`src/rtl/cmdp_pkg.sv`:
```
package cmdp_pkg;
  localparam int WORD_W  = 32;
  localparam int OFF_W   = 22;
  localparam int SOFF_W  = 12;
  localparam int CNT_W   = 16;
  localparam int CLS_W   = 10;
  localparam int SUB_W   = 4;
  localparam int IDX_W   = $clog2(CNT_W);
  localparam int PYLD_W  = CNT_W + 1;

  typedef enum logic [3:0] {
    OP_SETCL   = 4'h0, OP_INCR    = 4'h1, OP_NONINCR = 4'h2, OP_MASK   = 4'h3,
    OP_IMM     = 4'h4, OP_RESTART = 4'h5, OP_GATHER  = 4'h6, OP_STRMID = 4'h7,
    OP_APPID   = 4'h8, OP_PYLD    = 4'h9, OP_INCR_W  = 4'hA, OP_NINCR_W = 4'hB,
    OP_GATH_W  = 4'hC, OP_RSTRT_W = 4'hD, OP_EXTEND  = 4'hE, OP_BAD    = 4'hF
  } op_e;

  typedef enum logic [1:0] {DM_FIXED, DM_STEP, DM_SPARSE, DM_ADDR} dmode_e;

  typedef struct packed {
    op_e                opcode;
    logic [CLS_W-1:0]   cls;
    logic [CNT_W-1:0]   mask;
    logic [CNT_W-1:0]   count;
    logic [CNT_W-1:0]   imm;
    logic [OFF_W-1:0]   offset;
    logic [WORD_W-1:0]  addr;
    logic               ins;
    logic               typ;
    logic [SUB_W-1:0]   sub;
    logic               unknown;
    logic               ext_unknown;
    logic               needs_pyld;
    logic               pyld_wr;
    logic [CNT_W-1:0]   trail;
    dmode_e             mode;
  } cmd_rec_t;

  function automatic logic [CNT_W-1:0] ones_in(input logic [CNT_W-1:0] v);
    logic [CNT_W-1:0] n;
    n = '0;
    for (int i = 0; i < CNT_W; i++) n = n + CNT_W'(v[i]);
    return n;
  endfunction

  function automatic logic [IDX_W-1:0] low_idx(input logic [CNT_W-1:0] v);
    logic [IDX_W-1:0] r;
    r = '0;
    for (int i = CNT_W - 1; i >= 0; i--) if (v[i]) r = IDX_W'(i);
    return r;
  endfunction
endpackage

```
`src/rtl/cmdp_decode.sv`:
```
module cmdp_decode
  import cmdp_pkg::*;
(
  input  logic [WORD_W-1:0] word,
  output cmd_rec_t          rec
);
  logic [OFF_W-1:0] short_off;
  logic [OFF_W-1:0] wide_off;
  assign short_off = OFF_W'(word[27:16]);
  assign wide_off  = word[OFF_W-1:0];

  always_comb begin
    rec        = '0;
    rec.opcode = op_e'(word[31:28]);
    rec.mode   = DM_FIXED;
    case (rec.opcode)
      OP_SETCL: begin
        rec.cls    = word[15:6];
        rec.offset = short_off;
        rec.mask   = CNT_W'(word[5:0]);
        rec.trail  = ones_in(CNT_W'(word[5:0]));
        rec.mode   = DM_SPARSE;
      end
      OP_INCR, OP_NONINCR: begin
        rec.offset = short_off;
        rec.count  = word[15:0];
        rec.trail  = word[15:0];
        rec.mode   = (rec.opcode == OP_INCR) ? DM_STEP : DM_FIXED;
      end
      OP_MASK: begin
        rec.offset = short_off;
        rec.mask   = word[15:0];
        rec.trail  = ones_in(word[15:0]);
        rec.mode   = DM_SPARSE;
      end
      OP_IMM: begin
        rec.offset = short_off;
        rec.imm    = word[15:0];
      end
      OP_RESTART, OP_RSTRT_W: rec.addr = {word[27:0], 4'b0000};
      OP_GATHER: begin
        rec.offset = short_off;
        rec.ins    = word[15];
        rec.typ    = word[14];
        rec.count  = CNT_W'(word[13:0]);
        rec.trail  = CNT_W'(1);
        rec.mode   = DM_ADDR;
      end
      OP_STRMID: rec.offset = wide_off;
      OP_APPID:  rec.imm    = CNT_W'(word[7:0]);
      OP_PYLD: begin
        rec.imm     = word[15:0];
        rec.pyld_wr = 1'b1;
      end
      OP_INCR_W, OP_NINCR_W: begin
        rec.offset     = wide_off;
        rec.needs_pyld = 1'b1;
        rec.mode       = (rec.opcode == OP_INCR_W) ? DM_STEP : DM_FIXED;
      end
      OP_GATH_W: begin
        rec.count = CNT_W'(word[13:0]);
        rec.trail = CNT_W'(2);
        rec.mode  = DM_ADDR;
      end
      OP_EXTEND: begin
        rec.sub         = word[27:24];
        rec.imm         = CNT_W'(word[7:0]);
        rec.ext_unknown = (word[27:24] > 4'd1);
      end
      default: rec.unknown = 1'b1;
    endcase
  end
endmodule

```
`src/rtl/cmdp_track.sv`:
```
module cmdp_track
  import cmdp_pkg::*;
(
  input  logic              clk,
  input  logic              rst,
  input  logic              fire,
  input  logic [CNT_W-1:0]  start_trail,
  input  dmode_e            start_mode,
  input  logic [OFF_W-1:0]  start_off,
  input  logic [CNT_W-1:0]  start_mask,
  input  op_e               start_op,
  input  logic              pyld_wr,
  input  logic [CNT_W-1:0]  pyld_data,
  output logic              in_cmd,
  output logic [CNT_W-1:0]  remain_q,
  output dmode_e            mode_q,
  output logic [OFF_W-1:0]  off_q,
  output logic [CNT_W-1:0]  mask_q,
  output op_e               op_q,
  output logic [PYLD_W-1:0] pyld_q
);
  assign in_cmd = (remain_q == '0);

  always_ff @(posedge clk) begin
    if (rst) begin
      remain_q <= '0;
      mode_q   <= DM_FIXED;
      off_q    <= '0;
      mask_q   <= '0;
      op_q     <= OP_SETCL;
      pyld_q   <= '1;
    end else if (fire) begin
      if (in_cmd) begin
        remain_q <= start_trail;
        mode_q   <= start_mode;
        off_q    <= start_off;
        mask_q   <= start_mask;
        op_q     <= start_op;
        if (pyld_wr) pyld_q <= {1'b0, pyld_data};
      end else begin
        remain_q <= remain_q - CNT_W'(1);
        if (mode_q == DM_STEP)   off_q  <= off_q + OFF_W'(1);
        if (mode_q == DM_SPARSE) mask_q <= mask_q & (mask_q - CNT_W'(1));
      end
    end
  end
endmodule

```
`src/rtl/cmd_stream_parser.sv`:
```
module cmd_stream_parser
  import cmdp_pkg::*;
(
  input  logic               clk,
  input  logic               rst,
  input  logic               in_valid,
  output logic               in_ready,
  input  logic [WORD_W-1:0]  in_word,
  output logic               out_valid,
  input  logic               out_ready,
  output logic [3:0]         out_opcode,
  output logic               out_is_data,
  output logic               out_is_addr,
  output logic [OFF_W-1:0]   out_offset,
  output logic [CLS_W-1:0]   out_class,
  output logic [CNT_W-1:0]   out_mask,
  output logic [CNT_W-1:0]   out_count,
  output logic [CNT_W-1:0]   out_imm,
  output logic [WORD_W-1:0]  out_addr,
  output logic               out_insert,
  output logic               out_type,
  output logic [SUB_W-1:0]   out_sub,
  output logic               out_unknown,
  output logic               out_ext_unknown,
  output logic               out_bad_payload,
  output logic [CNT_W-1:0]   out_trail
);
  cmd_rec_t          rec;
  logic              fire, cmd_fire, data_fire, in_cmd, pyld_inv;
  logic [CNT_W-1:0]  remain_q, mask_q, eff_trail;
  logic [OFF_W-1:0]  off_q;
  logic [PYLD_W-1:0] pyld_q;
  dmode_e            mode_q;
  op_e               op_q;

  assign out_valid = in_valid;
  assign in_ready  = out_ready;
  assign fire      = in_valid & out_ready;
  assign cmd_fire  = fire & in_cmd;
  assign data_fire = fire & ~in_cmd;
  assign pyld_inv  = &pyld_q;
  assign eff_trail = rec.needs_pyld ? (pyld_inv ? '0 : pyld_q[CNT_W-1:0]) : rec.trail;

  cmdp_decode u_dec (.word(in_word), .rec(rec));

  cmdp_track u_trk (
    .clk(clk), .rst(rst), .fire(fire),
    .start_trail(eff_trail), .start_mode(rec.mode), .start_off(rec.offset),
    .start_mask(rec.mask), .start_op(rec.opcode),
    .pyld_wr(rec.pyld_wr), .pyld_data(rec.imm),
    .in_cmd(in_cmd), .remain_q(remain_q), .mode_q(mode_q), .off_q(off_q),
    .mask_q(mask_q), .op_q(op_q), .pyld_q(pyld_q)
  );

  always_comb begin
    out_opcode      = rec.opcode;
    out_is_data     = 1'b0;
    out_is_addr     = 1'b0;
    out_offset      = rec.offset;
    out_class       = rec.cls;
    out_mask        = rec.mask;
    out_count       = rec.count;
    out_imm         = rec.imm;
    out_addr        = rec.addr;
    out_insert      = rec.ins;
    out_type        = rec.typ;
    out_sub         = rec.sub;
    out_unknown     = rec.unknown;
    out_ext_unknown = rec.ext_unknown;
    out_bad_payload = rec.needs_pyld & pyld_inv;
    out_trail       = eff_trail;
    if (!in_cmd) begin
      out_opcode      = op_q;
      out_is_data     = 1'b1;
      out_is_addr     = (mode_q == DM_ADDR);
      out_class       = '0;
      out_mask        = '0;
      out_count       = '0;
      out_imm         = '0;
      out_insert      = 1'b0;
      out_type        = 1'b0;
      out_sub         = '0;
      out_unknown     = 1'b0;
      out_ext_unknown = 1'b0;
      out_bad_payload = 1'b0;
      out_trail       = '0;
      out_addr        = (mode_q == DM_ADDR) ? in_word : '0;
      case (mode_q)
        DM_SPARSE: out_offset = off_q + OFF_W'(low_idx(mask_q));
        DM_ADDR:   out_offset = '0;
        default:   out_offset = off_q;
      endcase
    end
  end
endmodule

```
`config.mk`:
```
export PLATFORM = sky130hd
export DESIGN_NAME = cmd_stream_parser
export DESIGN_NICKNAME = d
export VERILOG_FILES = /design/src/rtl/cmdp_pkg.sv /design/src/rtl/cmdp_decode.sv /design/src/rtl/cmdp_track.sv /design/src/rtl/cmd_stream_parser.sv
export SDC_FILE = /design/constraint.sdc
export NUM_CORES = 1
export LEC_CHECK = 0
export ABC_AREA = 1
export BUFFER_PORTS_ARGS = -buffer_cell sky130_fd_sc_hd__buf_4
export CORE_MARGIN = 2
export CORE_UTILIZATION = 54
export DETAILED_ROUTE_END_ITERATION = 8
export GPL_ROUTABILITY_DRIVEN = 0
export PLACE_DENSITY = 0.82
export SLEW_MARGIN = 20
export SYNTH_ARGS = -nofsm -noshare
export SYNTH_HDL_FRONTEND = slang
export SYNTH_SLANG_ARGS = --single-unit
export TNS_END_PERCENT = 10
```
`constraint.sdc`:
```
create_clock -name clk -period 6.52 [get_ports clk]
set_clock_uncertainty 0.05 [all_clocks]
set_input_delay 0.978 -clock clk [delete_from_list [all_inputs] [get_ports clk]]
set_output_delay 0.978 -clock clk [all_outputs]
set_load 0.01 [all_outputs]
```
After elaboration in Yosys (flattened, before gate mapping)
Index checks and enable logic that the tools add are counted.

cells by class
  multiply operators = 0
  shift operators = 0
  muxes and demuxes = 59
  add/sub/neg operators = 19
  divide/modulo/power cells = 0
  magnitude comparators = 1
  reductions and logical operators = 19
  eq/ne operators = 17
  bitwise operators = 3

operators by type and width
  kind                     number
  $add A16 B1 Y16          14
  $mux W16                 9
  $mux W32                 3
  $pmux W16 S2             3
  $pmux W22 S2             2
  $mux W4                  21
  $pmux W16 S5             1
  $mux W22                 3
  $sub A16 B1 Y16 const B  2
  $eq A4 B4 Y1 const B     7
  $add A22 B1 Y22 const B  1
  $add A22 B4 Y22          1
  $mux W10                 2
  $reduce_and A17 Y1       1
  $and A16 B16 Y16         1
  $eq A4 B3 Y1 const B     4
  $logic_not A16 Y1        1
  $reduce_or A15 Y1        1
  $reduce_or A2 Y1         7
  $mux W1                  13
  $eq A4 B2 Y1 const B     2
  $pmux W2 S4              1
  $reduce_and A2 Y1        3
  $reduce_or A6 Y1         1
  other kinds (11)         14

word-level totals
  flip-flop bits (word level) = 77
  input bits = 36
  memory bits (read-only) = 0
  RAM bits = 0
  bits in latches = 0
  memories = 0
  logic and storage cells = 124
  output and inout port bits = 145

Longest topological paths before layout
  depth after elaboration = 21
  mapped depth = 28
  depth with buffers taken out = 28

Modules after synthesis
From an unflattened synthesis, not the netlist that was laid out.

unflattened totals
  cell total of the unflattened synthesis = 1479
  area, all modules = 8196.6 sq um

by module, submodules not included
  module             area each (sq um)  seq. area each (sq um)  cells each  times used
  cmdp_track         4408.0             1541.5                  700         1
  cmd_stream_parser  2329.7             0.0                     493         1
  cmdp_decode        1458.9             0.0                     286         1

Worst setup path before layout
OpenSTA, ideal clock, no wires.

  path kind = input port to output port
  from = input port in_word[0]
  to = output port out_trail[4]
  path buffers = 0
  path slack = 0.872 ns
  required time = 5.492 ns
  cell stages on the path = 15
  arrival time = 4.620 ns
  cells stage by stage = ha_1 > inv_1 > fa_1 > fa_1 > inv_1 > fa_1 > inv_1 > fa_1 > fa_1 > fa_1 > nor2_1 > o211ai_1 > o21ai_0 > inv_1 > a21oi_1

on the way
  cells in the longest elaborated chain, start to end = 18

RTL lines
  element                          line                     text
  start, declared                  cmd_stream_parser.sv:8   input logic [WORD_W-1:0] in_word,
  $add A1 B1 Y2 *                  cmdp_pkg.sv:42           for (int i = 0; i < CNT_W; i++) n = n + CNT_W'(v[i]);
  $add A16 B1 Y16 * (4 in series)  cmdp_pkg.sv:42
  $add A16 B1 Y16 (10 in series)   cmdp_pkg.sv:42
  $pmux W16 S5 *                   cmdp_decode.sv:16        case (rec.opcode)
  $mux W16 *                       cmd_stream_parser.sv:42  assign eff_trail = rec.needs_pyld ? (pyld_inv ? '0 : pyld_q[CNT_W-1:0]) : rec.trail;
  $mux W16 *                       cmd_stream_parser.sv:72  if (!in_cmd) begin
  end, declared                    cmd_stream_parser.sv:26  output logic [CNT_W-1:0] out_trail

Mark *: on every way between the ends. The rest lies on a longest branch, timed or not.

Worst setup path in the final report
  from = input port in_word[0]
  to = output port out_trail[1]

The elaborated chain is that of the path after synthesis.

==> metrics.md <==
| Metric | Value |
|---|---|
| Post-synth cell types | 45 |
| Power density over the cells | roughly 180 nW/µm² |
| Drt first pass iters | 6 |
| Adder-Cell Fraction of Synth Area | 0.0531 |
| Routed via count | approximately 8600 |
| Syn Inst Count | approximately 1100 |
| Sequential share of power | 0.329 |
| Critical path class | in -> out |
| Cell Rows | 40 |
| Number of synthesized flops with an enable pin | 0 |
| # Max-Cap Violations | 0 |
| CTS clk-pin slew, worst paths | about 0.060 ns |
| Ant diodes | 0 |
| Cell taking the most area after synthesis | dfxtp_1 |
| Post-cts resize count | 0 |
| Post-Synth Simple-Gate Area | 0.337 |
| Die ar. | roughly 13000 µm² |
| Avg Inst Size Synth | around 6.0 µm² |
| Status | finished clean |
| Die W | approximately 120 µm |
| Dominant synthesized flop cell | dfxtp_1 |
| Initial drt markers | roughly 1100 |
| Most numerous cell in the Yosys netlist | nand2_1 |
| #FFs+latches synth | 77 |
| Core footprint | 12100 µm² |
| Post-DRT Antenna Nets | 0 |
| Nets@finish | between 1000 and 1500 |
| TNS Setup | 0 ns |
| Pin count of the biggest net entering global routing | 45 |
| Routed WL per cell | roughly 18 µm |
| Count of pins over their slew limit | 0 |
| Xor/xnor cell area share of the yosys netlist | 0.0403 |
| # setup viols final | 0 |
| Setup crit end kind | output port |
| CTS tree | yes |
| Final HPWL DP | between 15000 and 20000 µm |
| Most common library cells after synthesis | nand2_1, inv_1, nor2_1, a21oi_1, nand3_1 |
| CTS Hold Buffers Added | 0 |
| Max_slew headroom | 0.288 |
| Switch Pwr | 503 µW |
| Port bufs | 180 |
| DRT Wirelength | 26400 µm |
| GRT overflow | 0 |
| Startpoint types | input port |
| Final WS setup | 0.427 ns |
| Crit Path Max Fanout | 5 |
| Synth area leaders | dfxtp_1, nand2_1, inv_1, nor2_1, a21oi_1 |
| Clock share of power | 0.402 |
| H-tree levels | 3 |
| Sw frac | 0.332 |
| I/O pin count | around 180 |
| Clock tree buffer depth | 2 |
| Ys async rst share | 0 |
| Layout cell share with drive strength beyond 1 | 0.179 |
| Hold WC Path Type | reg -> reg |
| Final hold slack | roughly 0.44 ns |
| Initial antenna violation count | 0 |
| Mux cell area share after synthesis | 0 |
| Die Y | 116 µm |
| Synth Area in Compound Gates | 0.208 |
| Combinational Power Share | 0.269 |
| Total track usage | 0.392 |
| Combinational family with the most area after synthesis | simple AND/OR/NAND/NOR gates |
| Post-synth top area share | 0.229 |
| YS warnings | 0 |
| P_leak | between 0.004 and 0.005 µW |
| Final hold vios | 0 |
| Post-CTS setup buffer count | 0 |
| Final period util | 0.934 |
| Pre-CTS setup slack | 0.466 ns |
| First-pass GRT wire length | just over 40000 µm |
| RSZ-0062 raised after global routing | false |
| Clock sink count | between 70 and 80 |
| Internal power | 1010 µW |
| Root buffer cell | clkbuf_16 |
| # DRC | 0 |
| Initial Util | 0.556 |
| Register area share after synthesis | 0.229 |
| Vias in the first global route | around 7900 |
| Worst-skew pair later-pin latency | roughly 0.34 ns |
| Worst Path Required | about 5.5 ns |
| CTS Buf Count | 9 |
| Fillers | 1119 |
| Area Overhead vs Synth | 25.4% |
| Avg Vias per Cell | about 6.0 |
| Maximum VDD drop | ~0.18 mV |
| Synthesized area | between 6000 and 7000 µm² |
| CP arrival | between 5 and 6 ns |
| Slew @ Worst Pin | about 1.1 ns |
| Achievable Freq | between 150 and 200 MHz |
| Post-synth net total | roughly 1200 |
| Minimum clock period | between 6 and 7 ns |
[layout by cell type (no fill, tap or decap), types with 3 or more instances in the layout]
master,Yosys,routed
o22ai_1,38,38
nor2_4,3,3
o21ai_0,56,56
nand2_2,4,4
a211oi_1,5,5
nand4_1,9,9
nand2_1,226,226
buf_4,3,184
nor3_1,23,23
inv_1,171,171
nor2_2,8,8
nand3_1,86,86
clkbuf_16,0,9
o211ai_1,28,28
dfxtp_1,77,77
o31ai_1,9,9
nand2_4,5,5
ha_1,11,11
nor2_1,153,153
a31oi_1,3,3
xor2_1,31,31
fa_1,11,11
bufinv_16,0,3
a21oi_1,90,90
[per-layer routing]
metal,vias to the layer above,track usage,share of wire
met5,-,0,0
met4,0,0.217,0.062
met3,129,0.0900,0.13
met2,662,0.619,0.44
met1,3885,0.495,0.37
li1,3948,-,-
[worst max-delay path, stage by stage]
cell and delay, ns:
buf_4 0.13, ha_1 0.29, inv_1 0.07, fa_1 0.42, fa_1 0.52, inv_1 0.07
fa_1 0.50, inv_1 0.05, fa_1 0.44, fa_1 0.42, fa_1 0.50, o22ai_1 0.07
a211oi_1 0.29, a21oi_1 0.13, buf_4 0.18
[stage by stage]
stage / total power [µW] / instance area, µm² / utilization / std cells
2_1_floorplan: 774 / 6730 / - / 1124
3_3_place_gp: 890 / 8090 / 0.668 / 1426
3_5_place_dp: 900 / 8090 / 0.668 / 1426
4_1_cts: 1500 / 8440 / 0.697 / 1442
5_1_grt: 1570 / 8440 / 0.697 / 1442
6_report: 1510 / 8440 / 0.697 / 1442
[path summary, 6_finish.rpt]
kind,to,start,slack (ns),cells after the start
worst min register to register,u_trk.op_q[3]$_SDFFE_PP0P_,u_trk.op_q[3]$_SDFFE_PP0P_,0.44,2
worst max-delay path,out_trail[1],in_word[0],0.43,15
worst min-delay path,u_trk.op_q[3]$_SDFFE_PP0P_,u_trk.op_q[3]$_SDFFE_PP0P_,0.44,2
worst max register to register,u_trk.pyld_q[7]$_SDFFE_PP1P_,u_trk.remain_q[0]$_SDFFE_PP0P_,3.03,11
[registers in the layout, summed over array words and instances (netlist names)]
name	count
u_trk.pyld_q	17
u_trk.op_q	4
u_trk.mode_q	2
u_trk.remain_q	16
u_trk.off_q	22
u_trk.mask_q	16
[power groups by stage]
| stage | clock, µW | sequential, µW | combinational (µW) |
|---|---|---|---|
| after CTS | 604 | 498 | 395 |
| after global placement | 0 | 509 | 381 |
| after floorplan | 0 | 505 | 269 |
| after global routing | 620 | 501 | 445 |
| after detailed placement | 0 | 509 | 391 |
| final | 609 | 499 | 407 |
[kinds of logic after synthesis]
kind of cell	after synthesis
and+or+nand+nor	527
AOI/OAI and AO/OA	241
buffers and inverters	226
DFF	77
xor gates and xnor gates	31
adders and majority gates	22
[layout make-up]
class	count	area, µm²	share of cell area
multi-input cells	821	4300	0.509
inverters	176	662	0.0784
repair buffers	184	1380	0.164
well taps	168	210	0.0249
flip-flops and latches	77	1540	0.183
clock inverters	5	108	0.0127
clock buffers	11	243	0.0287
Note: power is estimated with default switching activity, not from simulation.
